File: src/rtl/nor_seq_pkg.sv
package nor_seq_pkg;

   localparam logic [7:0] CODE_PROG = 8'h01;
   localparam logic [7:0] CODE_READ = 8'h02;
   localparam logic [7:0] CODE_RST  = 8'h03;

   typedef enum logic [1:0] {
      K_NONE = 2'd0,
      K_PROG = 2'd1,
      K_READ = 2'd2,
      K_RST  = 2'd3
   } op_kind_e;

   // one-hot so each strobe is a single flop bit
   typedef enum logic [7:0] {
      S_IDLE  = 8'h01,
      S_WSET  = 8'h02,
      S_WPUL  = 8'h04,
      S_WHLD  = 8'h08,
      S_WREC  = 8'h10,
      S_RACC  = 8'h20,
      S_RDONE = 8'h40,
      S_BUSY  = 8'h80
   } seq_st_e;

   function automatic op_kind_e decode_op(input logic [7:0] code);
      case (code)
         CODE_PROG: decode_op = K_PROG;
         CODE_READ: decode_op = K_READ;
         CODE_RST:  decode_op = K_RST;
         default:   decode_op = K_NONE;
      endcase
   endfunction

   function automatic logic [1:0] final_step(input op_kind_e k);
      case (k)
         K_PROG:  final_step = 2'd3;
         K_RST:   final_step = 2'd2;
         default: final_step = 2'd0;
      endcase
   endfunction

   // {addr[11:0], data[7:0]} of a fixed unlock write
   function automatic logic [19:0] unlock_pair(input op_kind_e k, input logic [1:0] i);
      logic [19:0] r;
      r = {12'h000, 8'hF0};
      if (k == K_PROG || k == K_RST) begin
         case (i)
            2'd0:    r = {12'hAAA, 8'hAA};
            2'd1:    r = {12'h555, 8'h55};
            2'd2:    r = (k == K_PROG) ? {12'hAAA, 8'hA0} : {12'h000, 8'hF0};
            default: r = {12'h000, 8'h00};
         endcase
      end
      return r;
   endfunction

endpackage

File: src/rtl/nor_seq_step.sv
module nor_seq_step
   import nor_seq_pkg::*;
#(
   parameter int ADDR_W = 24
)(
   input  op_kind_e          kind,
   input  logic [1:0]        idx,
   input  logic [ADDR_W-1:0] op_addr,
   input  logic [7:0]        op_data,
   output logic [ADDR_W-1:0] bus_addr,
   output logic [7:0]        bus_data,
   output logic              is_last
);
   localparam int PAT_W = 12;

   logic [19:0]       pat;
   logic [ADDR_W-1:0] pat_addr;
   logic              use_op;

   assign pat    = unlock_pair(kind, idx);
   assign use_op = (kind == K_PROG) && (idx == 2'd3);

   generate
      if (ADDR_W == PAT_W) begin : g_exact
         assign pat_addr = pat[19:8];
      end else begin : g_pad
         assign pat_addr = {{(ADDR_W-PAT_W){1'b0}}, pat[19:8]};
      end
   endgenerate

   assign bus_addr = use_op ? op_addr : pat_addr;
   assign bus_data = use_op ? op_data : pat[7:0];
   assign is_last  = (idx == final_step(kind));
endmodule

File: src/rtl/nor_seq_timer.sv
module nor_seq_timer #(
   parameter int CNT_W = 4
)(
   input  logic             clk,
   input  logic             rst_n,
   input  logic             load,
   input  logic [CNT_W-1:0] load_val,
   output logic             done
);
   logic [CNT_W-1:0] cnt;

   always_ff @(posedge clk or negedge rst_n) begin
      if (!rst_n)          cnt <= '0;
      else if (load)       cnt <= load_val;
      else if (cnt != '0)  cnt <= cnt - 1'b1;
   end

   assign done = (cnt == '0);
endmodule

File: src/rtl/nor_seq_busy_mon.sv
module nor_seq_busy_mon #(
   parameter int LIMIT = 1000
)(
   input  logic clk,
   input  logic rst_n,
   input  logic clear,
   input  logic run,
   input  logic ready,
   output logic expire
);
   localparam int W = $clog2(LIMIT + 1);
   localparam logic [W-1:0] LAST = W'(LIMIT - 1);

   logic [W-1:0] cnt;

   always_ff @(posedge clk or negedge rst_n) begin
      if (!rst_n)                              cnt <= '0;
      else if (clear)                          cnt <= '0;
      else if (run && !ready && cnt != LAST)   cnt <= cnt + 1'b1;
   end

   assign expire = run && !ready && (cnt == LAST);
endmodule

File: src/rtl/nor_cmd_seq.sv
module nor_cmd_seq
   import nor_seq_pkg::*;
#(
   parameter int ADDR_W       = 24,
   parameter int T_SETUP      = 1,
   parameter int T_PULSE      = 2,
   parameter int T_HOLD       = 1,
   parameter int T_ACC        = 3,
   parameter int BUSY_TIMEOUT = 100000,
   parameter bit SYNC_READY   = 1'b1
)(
   input  logic              clk,
   input  logic              rst_n,
   input  logic              cmd_empty,
   input  logic [7:0]        cmd_code,
   input  logic [ADDR_W-1:0] cmd_addr,
   input  logic [7:0]        cmd_data,
   output logic              cmd_pop,
   output logic [ADDR_W-1:0] fl_addr,
   output logic [7:0]        fl_dq_out,
   output logic              fl_dq_oe,
   input  logic [7:0]        fl_dq_in,
   output logic              fl_ce_n,
   output logic              fl_we_n,
   output logic              fl_oe_n,
   output logic              fl_rst_n,
   input  logic              fl_ready,
   output logic [7:0]        rd_data,
   output logic              rd_valid,
   output logic              err_timeout
);
   localparam int TMAX_A = (T_SETUP > T_PULSE) ? T_SETUP : T_PULSE;
   localparam int TMAX_B = (T_HOLD  > T_ACC)   ? T_HOLD  : T_ACC;
   localparam int TMAX   = (TMAX_A  > TMAX_B)  ? TMAX_A  : TMAX_B;
   localparam int CNT_W  = $clog2(TMAX + 1);
   localparam logic [CNT_W-1:0] LD_SET = CNT_W'(T_SETUP - 1);
   localparam logic [CNT_W-1:0] LD_PUL = CNT_W'(T_PULSE - 1);
   localparam logic [CNT_W-1:0] LD_HLD = CNT_W'(T_HOLD - 1);
   localparam logic [CNT_W-1:0] LD_ACC = CNT_W'(T_ACC - 1);

   generate
      if (ADDR_W < 12)       begin : g_bad_addr  $error("ADDR_W must cover the unlock addresses"); end
      if (T_SETUP < 1)       begin : g_bad_set   $error("T_SETUP must be at least 1"); end
      if (T_PULSE < 1)       begin : g_bad_pul   $error("T_PULSE must be at least 1"); end
      if (T_HOLD < 1)        begin : g_bad_hld   $error("T_HOLD must be at least 1"); end
      if (T_ACC < 1)         begin : g_bad_acc   $error("T_ACC must be at least 1"); end
      if (BUSY_TIMEOUT < 1)  begin : g_bad_to    $error("BUSY_TIMEOUT must be at least 1"); end
   endgenerate

   seq_st_e           st, nxt;
   op_kind_e          kind_q, dec_kind;
   logic [ADDR_W-1:0] addr_q;
   logic [7:0]        data_q;
   logic [1:0]        idx_q;
   logic [7:0]        rd_q;
   logic              err_q, rstout_q;

   logic              take, step_clr, step_inc, cap, err_set, bw_clear;
   logic              tmr_load, tmr_done;
   logic [CNT_W-1:0]  tmr_val;
   logic [ADDR_W-1:0] step_addr;
   logic [7:0]        step_data;
   logic              step_last;
   logic              ready_s, bw_expire;
   logic              in_write;

   // ready/busy line: optional two-stage synchroniser
   generate
      if (SYNC_READY) begin : g_sync
         logic [1:0] rdy_ff;
         always_ff @(posedge clk or negedge rst_n) begin
            if (!rst_n) rdy_ff <= 2'b11;
            else        rdy_ff <= {rdy_ff[0], fl_ready};
         end
         assign ready_s = rdy_ff[1];
      end else begin : g_direct
         assign ready_s = fl_ready;
      end
   endgenerate

   assign dec_kind = decode_op(cmd_code);

   nor_seq_step #(.ADDR_W(ADDR_W)) u_step (
      .kind     (kind_q),
      .idx      (idx_q),
      .op_addr  (addr_q),
      .op_data  (data_q),
      .bus_addr (step_addr),
      .bus_data (step_data),
      .is_last  (step_last)
   );

   nor_seq_timer #(.CNT_W(CNT_W)) u_tmr (
      .clk      (clk),
      .rst_n    (rst_n),
      .load     (tmr_load),
      .load_val (tmr_val),
      .done     (tmr_done)
   );

   nor_seq_busy_mon #(.LIMIT(BUSY_TIMEOUT)) u_bmon (
      .clk    (clk),
      .rst_n  (rst_n),
      .clear  (bw_clear),
      .run    (st == S_BUSY),
      .ready  (ready_s),
      .expire (bw_expire)
   );

   always_comb begin
      nxt      = st;
      take     = 1'b0;
      step_clr = 1'b0;
      step_inc = 1'b0;
      cap      = 1'b0;
      err_set  = 1'b0;
      bw_clear = 1'b0;
      tmr_load = 1'b0;
      tmr_val  = '0;
      case (st)
         S_IDLE: begin
            if (!cmd_empty) begin
               take = 1'b1;
               if (dec_kind != K_NONE) begin
                  nxt      = S_WSET;
                  step_clr = 1'b1;
                  tmr_load = 1'b1;
                  tmr_val  = LD_SET;
               end
            end
         end
         S_WSET: if (tmr_done) begin
            nxt = S_WPUL; tmr_load = 1'b1; tmr_val = LD_PUL;
         end
         S_WPUL: if (tmr_done) begin
            nxt = S_WHLD; tmr_load = 1'b1; tmr_val = LD_HLD;
         end
         S_WHLD: if (tmr_done) nxt = S_WREC;
         S_WREC: begin
            if (!step_last) begin
               step_inc = 1'b1;
               nxt      = S_WSET;
               tmr_load = 1'b1;
               tmr_val  = LD_SET;
            end else begin
               case (kind_q)
                  K_PROG: begin nxt = S_BUSY; bw_clear = 1'b1; end
                  K_READ: begin nxt = S_RACC; tmr_load = 1'b1; tmr_val = LD_ACC; end
                  default: nxt = S_IDLE;
               endcase
            end
         end
         S_RACC: if (tmr_done) begin
            cap = 1'b1; nxt = S_RDONE;
         end
         S_RDONE: nxt = S_IDLE;
         S_BUSY: begin
            if (ready_s) nxt = S_IDLE;
            else if (bw_expire) begin
               err_set = 1'b1;
               nxt     = S_IDLE;
            end
         end
         default: nxt = S_IDLE;
      endcase
   end

   always_ff @(posedge clk or negedge rst_n) begin
      if (!rst_n) begin
         st       <= S_IDLE;
         kind_q   <= K_NONE;
         addr_q   <= '0;
         data_q   <= '0;
         idx_q    <= '0;
         rd_q     <= '0;
         err_q    <= 1'b0;
         rstout_q <= 1'b0;
      end else begin
         st       <= nxt;
         rstout_q <= 1'b1;
         if (take) begin
            kind_q <= dec_kind;
            addr_q <= cmd_addr;
            data_q <= cmd_data;
         end
         if (step_clr)      idx_q <= '0;
         else if (step_inc) idx_q <= idx_q + 1'b1;
         if (cap)           rd_q  <= fl_dq_in;
         if (err_set)       err_q <= 1'b1;
      end
   end

   assign in_write    = (st == S_WSET) || (st == S_WPUL) || (st == S_WHLD);
   assign cmd_pop     = take;
   assign fl_we_n     = (st != S_WPUL);
   assign fl_oe_n     = (st != S_RACC);
   assign fl_ce_n     = !(in_write || (st == S_RACC));
   assign fl_dq_oe    = in_write;
   assign fl_dq_out   = in_write ? step_data : 8'h00;
   assign fl_addr     = in_write ? step_addr : ((st == S_RACC) ? addr_q : '0);
   assign fl_rst_n    = rstout_q;
   assign rd_data     = rd_q;
   assign rd_valid    = (st == S_RDONE);
   assign err_timeout = err_q;
endmodule

File: config.mk
export PLATFORM = sky130hd
export DESIGN_NAME = nor_cmd_seq
export DESIGN_NICKNAME = d
export VERILOG_FILES = /design/src/rtl/nor_seq_pkg.sv /design/src/rtl/nor_seq_step.sv /design/src/rtl/nor_seq_timer.sv /design/src/rtl/nor_seq_busy_mon.sv /design/src/rtl/nor_cmd_seq.sv
export SDC_FILE = /design/constraint.sdc
export NUM_CORES = 1
export LEC_CHECK = 0
export BUFFER_PORTS_ARGS = -buffer_cell sky130_fd_sc_hd__buf_2
export CAP_MARGIN = 20
export CORE_MARGIN = 2
export CORE_UTILIZATION = 53
export DETAILED_ROUTE_END_ITERATION = 16
export PLACE_DENSITY_LB_ADDON = 0.15
export SYNTH_ARGS = -nofsm -noshare
export SYNTH_HDL_FRONTEND = slang
export SYNTH_SLANG_ARGS = --single-unit
File: constraint.sdc
create_clock -name clk -period 2.65 [get_ports clk]
set_input_delay 0.53 -clock clk [delete_from_list [all_inputs] [get_ports clk]]
set_output_delay 0.53 -clock clk [all_outputs]
set_load 0.05 [all_outputs]
==> flow_metrics.tcl, run 1 <==
set metrics [dict create \
    status "finished, violations left" \
    violations "negative setup slack" \
    rsz0062_at_grt "true" \
    finalSetupTns_ns -1.318 \
    drt_wl_total_um 8871 \
    clk_latency_ns 0.35 \
    cp_max_fo 24 \
    max_slew_margin_pct 53.41 \
    power_uw 3130 \
    grt_first_pass_wirelength_um 13900 \
    numPortBuffers 99 \
    die_h_um 89.60 \
    syn2layout_area_growth_pct 31.64 \
    arrival_ns 2.20 \
    synth_cell_type_count 49 \
    hp-class "primary input to async pin" \
    cts.sinks 75 \
    avgRoutedWirePerCell_um 14.93 \
    ctsLongestPathBuffers 2 \
    cts.htree.levels 3 \
    synthMuxAreaShare_pct 11.89 \
    overflow 0 \
    fp.dieW_um 89.60 \
    dieArea_um2 8028 \
    setup_violations 24 \
    ys.flop_type "dfrtp_1" \
    post-route-period-util_pct 103.0 \
    via_per_inst 5.389 \
    yosysSeqAreaShare_pct 48.42 \
    synth_compound_area_share_pct 7.184 \
    ant_nets 0 \
    final.fill_count 529 \
    hold_buffers 0 \
    grt_pass1_vias 3082 \
    fin_crit_ns 2.730 \
    ys_ff_latch 75 \
    synthXorXnorAreaFrac_pct 4.510 \
    drv_cap 0 \
    first_pass_iters 4 \
    final_util_pct 71.25 \
    grt_util_all_layers_pct 22.57 \
    power.density_nw_per_um2 612.2 \
    drc_errors 0 \
    n_antenna_cell 0 \
    critPathLaunchType "flip-flop" \
    cts_made_buffers 9 \
    vdd_drop_max_mv 0.3999 \
    place.gp.congestion 0.8601 \
    power.leakage_uw 0.002426 \
    synthArstFlopShare_pct 100.0 \
    path_clk_slew_ns 0.08 \
    synth-simple-area-share_pct 20.94 \
    worstSetupPathType "flip-flop to output pin" \
    antenna_found_initial 0 \
    io_pins 100 \
    syn_area_per_cell_um2 10.36 \
    syn_nets 438 \
    hold_viol 0 \
    ys_warn_count 0 \
    cts_tree "built" \
    yosys.area_share.adder_pct 3.544 \
    synth_edf_count 0 \
    grt_max_degree 46 \
    synth_top_family_by_area "simple AND/OR/NAND/NOR gates" \
    drv_slew 0 \
    cts_root_buf "clkbuf_8" \
    drt_iter0_drc 130 \
    vias 3201 \
    start_util_pct 54.12 \
    final_nets 553 \
    worst_pin_slew_ns 0.6891 \
    drive_above_1_share_pct 45.66 \
    rows 31 \
    endpoint_kind "output pin" \
    syn_inst 375 \
    dpl.hpwl_um 6207 \
    fin_worst_skew_ns 0.008486 \
    core-area_um2 7176 \
    syn-cell-area_um2 3884 \
    fin_ws_ns -0.07972 \
    clock.fmax_mhz 366.3 \
    required_ns 2.12 \
]
final cells by class:
class	count	area [um2]	area share, %
multi-input cells	269	1983	38.79
flip-flops and latches	75	1884	36.86
repair buffers	121	880.8	17.23
clock buffers	9	123.9	2.423
well taps	99	123.9	2.423
clock inverters	7	60.06	1.175
inverters	14	56.30	1.101
metrics by stage:
step / instance area, um2 / hold slack [ns] / worst slack (ns) / instances
global placement: 4659 / 0.3468 / 0.1726 / 575
finish: 5112 / 0.1723 / -0.07972 / 594
floorplan: 3948 / 0.2344 / -0.002388 / 375
global route: 5112 / 0.2131 / -0.1605 / 594
CTS: 5044 / 0.1888 / -0.1017 / 593
detailed placement: 4659 / 0.3509 / 0.1441 / 575
cells in the mapped netlist, drive strengths merged (2+ instances only):
library cell | number | area, um2
nand2b | 4 | 25.02
and3 | 4 | 25.02
nand4 | 16 | 106.4
or4 | 5 | 41.29
dfrtp | 72 | 1802
a211oi | 2 | 15.01
xnor2 | 4 | 35.03
inv | 14 | 52.55
or4b | 2 | 20.02
clkbuf | 9 | 33.78
a21oi | 13 | 65.06
a21o | 6 | 45.04
and2 | 19 | 118.9
nor4 | 5 | 52.55
buf | 8 | 46.29
dfstp | 3 | 78.83
nor2b | 6 | 37.54
o21ai | 17 | 85.08
ha | 11 | 137.6
nor2 | 32 | 120.1
xor2 | 16 | 140.1
mux2 | 41 | 461.7
nand2 | 31 | 118.9
nor3 | 9 | 45.04
nand3 | 11 | 55.05
power by group:
part	total, uW	switching, uW	internal [uW]
Clock	824	471	354
Combinational	802	398	404
Sequential	1500	129	1370
registers in the layout, indices dropped and copies added, names as in the netlist:
signal and flops:
idx_q 2, u_bmon.cnt 17, g_sync.rdy_ff 2, fl_rst_n 1
data_q 8, rd_data 8, err_timeout 1, kind_q 2
addr_q 24, u_tmr.cnt 2, st 8
metal layers:
layer	global-route usage (%)	vias up	routed length, um
met2	35.63	99	4314
met5	0	-	0
met1	29.44	1549	3823
met4	11.53	0	258
li1	-	1530	-
met3	4.845	23	474
final timing paths:
check	slack [ns]	cells past startpoint	to	from
min in group clk	0.28	1	g_sync.rdy_ff[0]	fl_ready
max reg2reg	0.38	7	addr_q[5]	st[2]
max	-0.08	6	fl_addr[22]	st[2]
min	0.17	1	st[4]	rst_n
min reg2reg	0.36	0	g_sync.rdy_ff[1]	g_sync.rdy_ff[0]
max in group asynchronous	1.83	2	g_sync.rdy_ff[0]	rst_n
cell usage in the layout (no fill, tap or decap), types with 2 or more instances in the layout:
cell and count:
buf_2 72, dfrtp_1 69, mux2_2 40, nor2_1 30, nand2_1 23, buf_4 21
xor2_1 16, o21ai_0 15, nand4_1 15, buf_6 14, inv_1 13, and2_2 12
nand3_1 11, a21oi_1 10, buf_8 10, ha_1 9, clkbuf_8 9, nand2_2 8
nor3_1 7, and2_1 6, nand2b_1 4, nor2b_1 4, xnor2_1 4, clkinvlp_4 4
a21o_1 4, and3_1 4, or4_1 4, a21oi_2 3, nor4_1 3, dfstp_2 3
dfrtp_2 3, nor4_4 2, nor2b_2 2, a211oi_1 2, a21o_2 2, nor2_4 2
nor3_2 2, inv_6 2, clkbuf_4 2, buf_12 2
critical path, cell delays in order (launching register included):
cell     delay [ns]
dfrtp_2        0.44
or4_4          0.57
nor4_4         0.16
a41o_1         0.17
buf_12         0.16
and2_2         0.17
buf_6          0.16
cells by family after synthesis:
family,count (synthesis)
xor gates and xnor gates,20
DFF,75
AOI/OAI and AO/OA,46
and+or+nand+nor,150
adders and majority gates,11
muxes,41
other,1
buffers and inverters,31
what timing repair did:
item | in CTS | in global routing
setup endpoints to repair | 29 | 29
pin swaps | 1 | 0
buffers inserted | 2 | 1
resized for setup | 58 | 17
Power figures use the tool's default switching activity.
==> run 2: changes to the inputs <==
--- a/config.mk
+++ b/config.mk
@@ -5,11 +5,11 @@
 export SDC_FILE = /design/constraint.sdc
 export NUM_CORES = 1
 export LEC_CHECK = 0
-export BUFFER_PORTS_ARGS = -buffer_cell sky130_fd_sc_hd__buf_2
 export CAP_MARGIN = 20
 export CORE_MARGIN = 2
-export CORE_UTILIZATION = 53
+export CORE_UTILIZATION = 58
 export DETAILED_ROUTE_END_ITERATION = 16
+export DONT_BUFFER_PORTS = 1
 export PLACE_DENSITY_LB_ADDON = 0.15
 export SYNTH_ARGS = -nofsm -noshare
 export SYNTH_HDL_FRONTEND = slang
==> run 2 against run 1 <==
The run ends with design-rule violations, negative setup slack left; sequential power rose by 3%; non-clock buffer count decreased by 78; final cell count is 17% lower; clock skew up 0.0077 ns.
==> flow_metrics.tcl, run 2 (synthesized netlist as in run 1, its figures left out) <==
set metrics [dict create \
    place.gp.congestion 0.8665 \
    critPathLaunchType "flip-flop" \
    die_h_um 85.83 \
    setup_violations 24 \
    drv_cap 0 \
    drive_above_1_share_pct 35.01 \
    worst_pin_slew_ns 0.4866 \
    final.fill_count 453 \
    cts_root_buf "clkbuf_8" \
    final_nets 475 \
    hold_ws_ns 0.05219 \
    seqCellArea_um2 1883 \
    clk_latency_ns 0.36 \
    drt_wl_total_um 8846 \
    power.leakage_uw 0.002142 \
    numPortBuffers 0 \
    top_regs "addr_q: 24 flops, u_bmon.cnt: 17 flops" \
    cts.sinks 75 \
    endpoint_kind "output pin" \
    io_pins 100 \
    hp-class "primary input to async pin" \
    n_antenna_cell 0 \
    multi_input_area_um2 2007 \
    avgRoutedWirePerCell_um 17.91 \
    drt_iter0_drc 234 \
    dieArea_um2 7367 \
    hold_viol 0 \
    vias 2957 \
    dpl_cell_area_um2 4442 \
    syn2layout_area_growth_pct 23.16 \
    ctsLongestPathBuffers 2 \
    rows 29 \
    arrival_ns 2.25 \
    cts_made_buffers 9 \
    antenna_found_initial 0 \
    fp.dieW_um 85.83 \
    largest_register_ffs 24 \
    cp_max_fo 24 \
    ant_nets 0 \
    vdd_drop_max_mv 0.4710 \
    drc_errors 1 \
    fin_crit_ns 2.776 \
    fin_ws_ns -0.1263 \
    rsz0062_at_grt "true" \
    post-route-period-util_pct 104.8 \
    grt_util_all_layers_pct 25.45 \
    violations "design-rule violations, negative setup slack" \
    required_ns 2.12 \
    power.density_nw_per_um2 651.5 \
    core-area_um2 6422 \
    dpl.hpwl_um 6105 \
    status "finished, violations left" \
    overflow 0 \
    path_clk_slew_ns 0.08 \
    max_slew_margin_pct 67.10 \
    cts.htree.levels 3 \
    grt_max_degree 73 \
    layout_commonest_cell "dfrtp_1" \
    power_uw 3116 \
    cts_tree "built" \
    worstSetupPathType "flip-flop to output pin" \
    drv_slew 0 \
    largest_register "addr_q" \
    start_util_pct 60.47 \
    grt_first_pass_wirelength_um 14520 \
    clock.fmax_mhz 360.2 \
    design_area_um2 4783 \
    via_per_inst 5.986 \
    final_cell_mix "dfrtp_1 (70), mux2_2 (40), nor2_1 (30)" \
    fin_worst_skew_ns 0.01618 \
    grt_pass1_vias 3003 \
    first_pass_iters 12 \
]
-- run 2: cell count changes in the layout (fill, tap and decap cells not counted), moves of 2 or more --
cell        previous run  this run
clkbuf_4               2         0
buf_4                 21        24
buf_6                 14         1
buf_2                 72         0
buf_8                 10         0
clkinvlp_4             4         2
buf_12                 2        16
and2_4                 1        12
and2_2                12         0
-- run 2: metrics by stage --
step | cells | setup WS, ns | setup TNS, ns | util (%)
floorplan | 375 | -0.002388 | -0.01433 | -
CTS | 490 | -0.1436 | -1.994 | 73.66
global route | 494 | -0.2111 | -3.892 | 74.48
detailed placement | 471 | 0.1458 | 0 | 69.16
finish | 494 | -0.1263 | -1.658 | 74.48
global placement | 471 | 0.1768 | 0 | 69.16
-- run 2: metal layers --
metal  GRT usage (%)  routed length, um  vias up  share of wire, %
li1                -                  -     1381                 -
met1           32.20               3627     1438                41
met2           40.13               4330      118                49
met3           9.047                697       20               7.9
met4           10.25                190        0               2.1
met5               0                  0        -                 0
-- run 2: power by group --
group / switching [uW] / internal, uW / total, uW
logic: 360 / 374 / 733
clock network: 463 / 383 / 846
registers: 163 / 1370 / 1540
total: 985 / 2130 / 3120
-- run 2: what timing repair did --
item | 4_1_cts | 5_1_grt
setup endpoints to repair | 29 | 29
pin swaps | 12 | 5
hold buffers | 1 | 1
setup buffers | 2 | 3
hold endpoints to repair | 72 | 3
resized for setup | 21 | 6
-- run 2: cell type report --
class	count	area share [%]
Sequential cell	75	39.37
Clock buffer	10	2.877
Timing Repair Buffer	43	11.48
Tap cell	77	2.014
Inverter	14	1.177
Clock inverter	6	1.125
Multi-Input combinational cell	269	41.96
-- run 2: worst max-delay path, stage by stage, from the launching register on --
cell,delay [ns]
dfrtp_2,0.46
or4_4,0.55
nor4_4,0.19
a41o_1,0.18
buf_12,0.17
a21o_1,0.19
buf_12,0.15
-- run 2: final timing paths --
path	cells after the start	endpoint	slack (ns)	from
setup / recovery	6	fl_addr[1]	-0.13	st[2]
hold reg to reg	0	g_sync.rdy_ff[1]	0.36	g_sync.rdy_ff[0]
max in group asynchronous	1	st[0]	1.97	rst_n
hold / removal	1	rd_data[3]	0.05	rst_n
setup reg to reg	5	st[2]	0.25	u_bmon.cnt[13]
min in group clk	0	g_sync.rdy_ff[0]	0.17	fl_ready
